[config.mk]
export PLATFORM = sky130hd
export DESIGN_NAME = pwrseq_top
export DESIGN_NICKNAME = d
export VERILOG_FILES = /design/src/rtl/pwrseq_pkg.sv /design/src/rtl/pwrseq_filter.sv /design/src/rtl/pwrseq_timer.sv /design/src/rtl/pwrseq_fsm.sv /design/src/rtl/pwrseq_top.sv
export SDC_FILE = /design/constraint.sdc
export NUM_CORES = 1
export LEC_CHECK = 0
export BUFFER_PORTS_ARGS = -buffer_cell sky130_fd_sc_hd__buf_2
export CAP_MARGIN = 25
export CORE_AREA = 2 2 43 52
export DETAILED_ROUTE_END_ITERATION = 8
export DIE_AREA = 0 0 45 54
export GPL_ROUTABILITY_DRIVEN = 0
export PLACE_DENSITY = 0.79
export SYNTH_ARGS = -nofsm -noshare
export SYNTH_HDL_FRONTEND = slang
export SYNTH_SLANG_ARGS = --single-unit
[constraint.sdc]
create_clock -name clk -period 2.15 [get_ports clk]
set_input_delay 0.215 -clock clk [delete_from_list [all_inputs] [get_ports clk]]
set_output_delay 0.215 -clock clk [all_outputs]
set_load 0.02 [all_outputs]
[src/rtl/pwrseq_pkg.sv]
package pwrseq_pkg;

  typedef enum logic [1:0] {
    PS_STANDBY = 2'b00,
    PS_BUSY    = 2'b01,
    PS_DEEP    = 2'b10,
    PS_WAKE    = 2'b11
  } pstate_t;

  typedef enum logic [2:0] {
    OP_OTHER   = 3'd0,
    OP_DWRITE  = 3'd1,
    OP_PERASE  = 3'd2,
    OP_SERASE  = 3'd3,
    OP_CERASE  = 3'd4,
    OP_SRWRITE = 3'd5,
    OP_SLEEP   = 3'd6,
    OP_SIGREAD = 3'd7
  } op_t;

  function automatic int max_of(input int a, input int b);
    return (a > b) ? a : b;
  endfunction

endpackage

[src/rtl/pwrseq_filter.sv]
module pwrseq_filter
  import pwrseq_pkg::*;
#(
  parameter int WRITE_CYC  = 40,
  parameter int SRWR_CYC   = 30,
  parameter int PERASE_CYC = 60,
  parameter int SERASE_CYC = 200,
  parameter int CERASE_CYC = 400,
  parameter int REL_CYC    = 12,
  parameter int CNT_W      = 9
) (
  input  pstate_t            state,
  input  logic               cmd_valid,
  input  logic [2:0]         cmd_op,
  output logic               accept,
  output logic               enter_busy,
  output logic               enter_deep,
  output logic               enter_wake,
  output logic [CNT_W-1:0]   load_val
);

  localparam logic [CNT_W-1:0] LD_WRITE  = CNT_W'(WRITE_CYC - 1);
  localparam logic [CNT_W-1:0] LD_SRWR   = CNT_W'(SRWR_CYC - 1);
  localparam logic [CNT_W-1:0] LD_PERASE = CNT_W'(PERASE_CYC - 1);
  localparam logic [CNT_W-1:0] LD_SERASE = CNT_W'(SERASE_CYC - 1);
  localparam logic [CNT_W-1:0] LD_CERASE = CNT_W'(CERASE_CYC - 1);
  localparam logic [CNT_W-1:0] LD_REL    = CNT_W'(REL_CYC - 1);

  op_t op;
  assign op = op_t'(cmd_op);

  always_comb begin
    accept     = 1'b0;
    enter_busy = 1'b0;
    enter_deep = 1'b0;
    enter_wake = 1'b0;
    load_val   = '0;
    unique case (state)
      PS_STANDBY: begin
        accept = cmd_valid;
        if (cmd_valid) begin
          unique case (op)
            OP_DWRITE:  begin enter_busy = 1'b1; load_val = LD_WRITE;  end
            OP_SRWRITE: begin enter_busy = 1'b1; load_val = LD_SRWR;   end
            OP_PERASE:  begin enter_busy = 1'b1; load_val = LD_PERASE; end
            OP_SERASE:  begin enter_busy = 1'b1; load_val = LD_SERASE; end
            OP_CERASE:  begin enter_busy = 1'b1; load_val = LD_CERASE; end
            OP_SLEEP:   enter_deep = 1'b1;
            default:    ;
          endcase
        end
      end
      PS_DEEP: begin
        if (cmd_valid && op == OP_SIGREAD) begin
          accept     = 1'b1;
          enter_wake = 1'b1;
          load_val   = LD_REL;
        end
      end
      default: ;
    endcase
  end

endmodule

[src/rtl/pwrseq_timer.sv]
module pwrseq_timer #(
  parameter int CNT_W = 9
) (
  input  logic             clk,
  input  logic             rst_n,
  input  logic             load,
  input  logic [CNT_W-1:0] load_val,
  output logic             expire
);

  logic [CNT_W-1:0] cnt;
  logic             active;

  always_ff @(posedge clk) begin
    if (!rst_n) begin
      cnt    <= '0;
      active <= 1'b0;
    end else if (load) begin
      cnt    <= load_val;
      active <= 1'b1;
    end else if (active) begin
      if (cnt == '0) active <= 1'b0;
      else           cnt    <= cnt - 1'b1;
    end
  end

  assign expire = active && (cnt == '0);

endmodule

[src/rtl/pwrseq_fsm.sv]
module pwrseq_fsm
  import pwrseq_pkg::*;
(
  input  logic    clk,
  input  logic    rst_n,
  input  logic    accept,
  input  logic    enter_busy,
  input  logic    enter_deep,
  input  logic    enter_wake,
  input  logic    expire,
  output pstate_t state,
  output logic    wel_clear,
  output logic    cmd_taken
);

  pstate_t nxt;

  always_comb begin
    nxt = state;
    unique case (state)
      PS_STANDBY: begin
        if (enter_busy)      nxt = PS_BUSY;
        else if (enter_deep) nxt = PS_DEEP;
      end
      PS_BUSY: if (expire)     nxt = PS_STANDBY;
      PS_DEEP: if (enter_wake) nxt = PS_WAKE;
      PS_WAKE: if (expire)     nxt = PS_STANDBY;
      default: nxt = PS_STANDBY;
    endcase
  end

  always_ff @(posedge clk) begin
    if (!rst_n) begin
      state     <= PS_STANDBY;
      wel_clear <= 1'b0;
      cmd_taken <= 1'b0;
    end else begin
      state     <= nxt;
      wel_clear <= (state == PS_BUSY) && expire;
      cmd_taken <= accept;
    end
  end

endmodule

[src/rtl/pwrseq_top.sv]
module pwrseq_top
  import pwrseq_pkg::*;
#(
  parameter int WRITE_CYC  = 40,
  parameter int SRWR_CYC   = 30,
  parameter int PERASE_CYC = 60,
  parameter int SERASE_CYC = 200,
  parameter int CERASE_CYC = 400,
  parameter int REL_CYC    = 12
) (
  input  logic       clk,
  input  logic       rst_n,
  input  logic       cmd_valid,
  input  logic [2:0] cmd_op,
  output logic       wip,
  output logic       array_block,
  output logic [1:0] pwr_state,
  output logic       wel_clear,
  output logic       cmd_taken
);

  localparam int MAX_CYC = max_of(max_of(max_of(WRITE_CYC, SRWR_CYC),
                                         max_of(PERASE_CYC, SERASE_CYC)),
                                  max_of(CERASE_CYC, REL_CYC));
  localparam int CNT_W = $clog2(MAX_CYC + 1);

  pstate_t          state;
  logic             accept, enter_busy, enter_deep, enter_wake, expire;
  logic [CNT_W-1:0] load_val;

  pwrseq_filter #(
    .WRITE_CYC(WRITE_CYC), .SRWR_CYC(SRWR_CYC), .PERASE_CYC(PERASE_CYC),
    .SERASE_CYC(SERASE_CYC), .CERASE_CYC(CERASE_CYC), .REL_CYC(REL_CYC),
    .CNT_W(CNT_W)
  ) u_filter (
    .state(state), .cmd_valid(cmd_valid), .cmd_op(cmd_op),
    .accept(accept), .enter_busy(enter_busy), .enter_deep(enter_deep),
    .enter_wake(enter_wake), .load_val(load_val)
  );

  pwrseq_timer #(.CNT_W(CNT_W)) u_timer (
    .clk(clk), .rst_n(rst_n), .load(enter_busy | enter_wake),
    .load_val(load_val), .expire(expire)
  );

  pwrseq_fsm u_fsm (
    .clk(clk), .rst_n(rst_n), .accept(accept), .enter_busy(enter_busy),
    .enter_deep(enter_deep), .enter_wake(enter_wake), .expire(expire),
    .state(state), .wel_clear(wel_clear), .cmd_taken(cmd_taken)
  );

  assign pwr_state   = state;
  assign wip         = (state == PS_BUSY);
  assign array_block = (state != PS_STANDBY);

endmodule

==> run_results.csv <==
group,metric,value,unit
yosys,synth_top_cell_by_area,"dfxtp_1",
worst_hold_path,hp-start,"rst_n",
critical_path,critPathTopFamily,"simple AND/OR/NAND/NOR gates",
yosys,synth-main-ff-cell,"dfxtp_1",
sta,max_freq,485,MHz
yosys,yosys_warnings,0,
final_layout,area_growth,8.78,%
floorplan,die_w,45,um
final_layout,finalNetCount,143,
worst_hold_path,hold_class,"input port to flip-flop",
yosys,synth_seq_cells,14,
pwr,powerDensity,887,nW/um2
pwr,p_switching,398,uW
critical_path,r2r_start,"u_timer.cnt[0]",
placement,port_buffers,11,
critical_path,worst-path-buf-inv,1,
pwr,leakage,0.425,nW
final_layout,fin_util,56.3,%
critical_path,worstSetupEndpointType,"flip-flop",
sta,hold_viol,0,
pwr,power_frac_seq,36.0,%
critical_path,worstPathArrival,2.22,ns
detailed_routing,drc,0,
floorplan,dieArea,2430,um2
detailed_routing,first_iter_violations,30,
critical_path,cp_data_required_time,2.31,ns
status,status,"completed",
critical_path,cp_max_fo,6,
critical_path,cpPeakStageDelay,0.61,ns
clock_network,cts-root-buf,"clkbuf_4",
clock_network,clock_latency,0.28,ns
yosys,syn_inst,126,
floorplan,rows,18,
detailed_routing,drt_first_pass_iters,4,
clock_network,cts_tree,"built",
sta,worst_slew_pin_slew,0.480,ns
clock_network,cts_made_buffers,3,
critical_path,critPathKind,"flip-flop to flip-flop",
detailed_routing,drtAntennaViolNets,0,
yosys,synth_nets,133,
global_route,track_usage,23.6,%
placement,dp_hpwl,1900,um
clock_network,clkSinkCount,14,
critical_path,cp_slowest_cell,"or4b_1",
sta,fin_setup_tns,0,ns
yosys,synth_cell_types,53,
critical_path,crit_start,"u_timer.cnt[0]",
yosys,yosysSeqAreaShare,27.3,%
yosys,avgSynthCellArea,8.14,um2
sta,fin_crit,2.06,ns
yosys,synthArstFlopShare,0,%
global_route,grt_overflow_total,0,
detailed_routing,vias_per_cell,6.80,
floorplan,start_util,51.8,%
clock_network,clk_pin_slew_worst_paths,0.09,ns
sta,fin_crit_sh,95.8,%
sta,rsz0062_at_grt,"no",
floorplan,placeableCoreArea,1980,um2
detailed_routing,wl,2590,um
clock_network,clockBufferDepth,2,
sta,drv_slew,0,
pwr,internal_power,592,uW
critical_path,r2r_setup_slack,0.09,ns
global_route,grt_pass1_vias,928,
floorplan,die_h,54,um
final_layout,antenna_cells,0,
clock_network,cts_setup_buffers,0,
pwr,peakVddDrop,0.655,mV
sta,final-setup-viol-count,0,
critical_path,crit_chain,"inv_1 > ha_1 > or4b_1 > or4_1 > a31oi_1 > a211oi_1",
pwr,pwr-share-clk,19.3,%
yosys,synth_edf_count,0,
final_layout,drive_above_1_share,21.5,%
final_layout,mostFrequentLayoutCells,"dfxtp_1 (14), buf_2 (11), inv_1 (10), nor2_1 (10), a21oi_1 (6)",
pwr,combinationalPowerShare,44.7,%
global_route,grt_max_degree,20,
critical_path,start_kind,"flip-flop",
final_layout,layout_commonest_cell,"dfxtp_1",
pwr,power.share.switching,40.2,%
floorplan,pin_count,12,
yosys,synth_area,1030,um2
sta,relSlewSlack,67.9,%
yosys,synth_top_area_share,27.3,%
detailed_routing,wire_per_inst,16.7,um
detailed_routing,num_vias,1054,
yosys,netlist_top_cells_area,"dfxtp_1 (27%), a211oi_1 (3.7%), inv_1 (3.7%)",
run,cap_viol_max_count,0,
global_route,grt_pass1_wl,4080,um
sta,clock-skew-final,0.00269,ns
clock_network,h-tree-depth,1,
global_route,antenna_found_initial,0,
-- synth_stat cells (all sizes together) (2+ instances only) --
master   count
buf          3
dfxtp       14
o221a        2
or4          2
inv         10
a211oi       5
nand3b       2
o31ai        3
o21ai        3
nor2        10
or3          2
nand2        4
o21a         3
nand4        3
nand2b       2
a21oi        7
o31a         2
a2111oi      2
nor3         5
nor3b        3
xnor2        3
clkbuf       5
and2         2
or3b         3
a31oi        4
nand3        2
-- final timing paths --
path / to / depth (start not counted)
setup / recovery: u_timer.cnt[6] / 6
hold / removal: u_timer.cnt[0] / 2
setup reg to reg: u_timer.cnt[6] / 6
hold reg to reg: u_timer.cnt[6] / 2
-- stage by stage --
| step | total power, mW | setup slack [ns] | cells | instance area [um2] | hold slack [ns] |
|---|---|---|---|---|---|
| final | 0.990 | 0.0899 | 155 | 1120 | 0.265 |
| after global routing | 1.06 | 0.00464 | 155 | 1120 | 0.248 |
| after CTS | 0.979 | 0.0499 | 155 | 1110 | 0.258 |
| after detailed placement | 0.786 | 0.0623 | 151 | 1070 | 0.515 |
| after global placement | 0.774 | 0.182 | 151 | 1070 | 0.505 |
| after floorplan | 0.678 | 0.273 | 126 | 1030 | 0.472 |
-- layout make-up --
class | instances | area, um2
fillers | 178 | 866
multi-input cells | 94 | 667
flip-flops and latches | 14 | 280
repair buffers | 13 | 70.1
inverters | 10 | 37.5
clock buffers | 4 | 36.3
well taps | 20 | 25.0
-- power by group through the flow --
stage	registers [mW]	logic (mW)	clock network (mW)
floorplan	0.349	0.329	0
global placement	0.356	0.418	0
detailed placement	0.359	0.427	0
CTS	0.353	0.430	0.196
global route	0.362	0.482	0.214
finish	0.357	0.442	0.191
-- logic make-up after synthesis --
kind of cell | after synthesis | synth area share [%]
fa+ha+maj | 1 | 1.22
xor+xnor | 3 | 2.56
simple gates | 47 | 27.0
flops | 14 | 27.3
buf+inv | 18 | 8.17
compound gates | 43 | 33.8
-- layer usage --
metal	track usage (%)	wire length [um]	share of wire, %	up-vias
li1	-	-	-	499
met1	25.2	1030	40	501
met2	38.8	1280	49	40
met3	7.38	123	4.8	14
met4	16.7	153	5.9	0
met5	0	0	0	-
-- sequential cells by signal, summed over array words and instances, names as in the netlist --
register / cells
u_fsm.cmd_taken: 1
u_fsm.state: 2
u_fsm.wel_clear: 1
u_timer.active: 1
u_timer.cnt: 9
-- timing repair --
action / 4_1_cts / 5_1_grt
setup endpoints to repair: 0 / 1
hold buffers: 0 / 0
resized for setup: 0 / 1
Note: power is estimated with default switching activity, not from simulation.
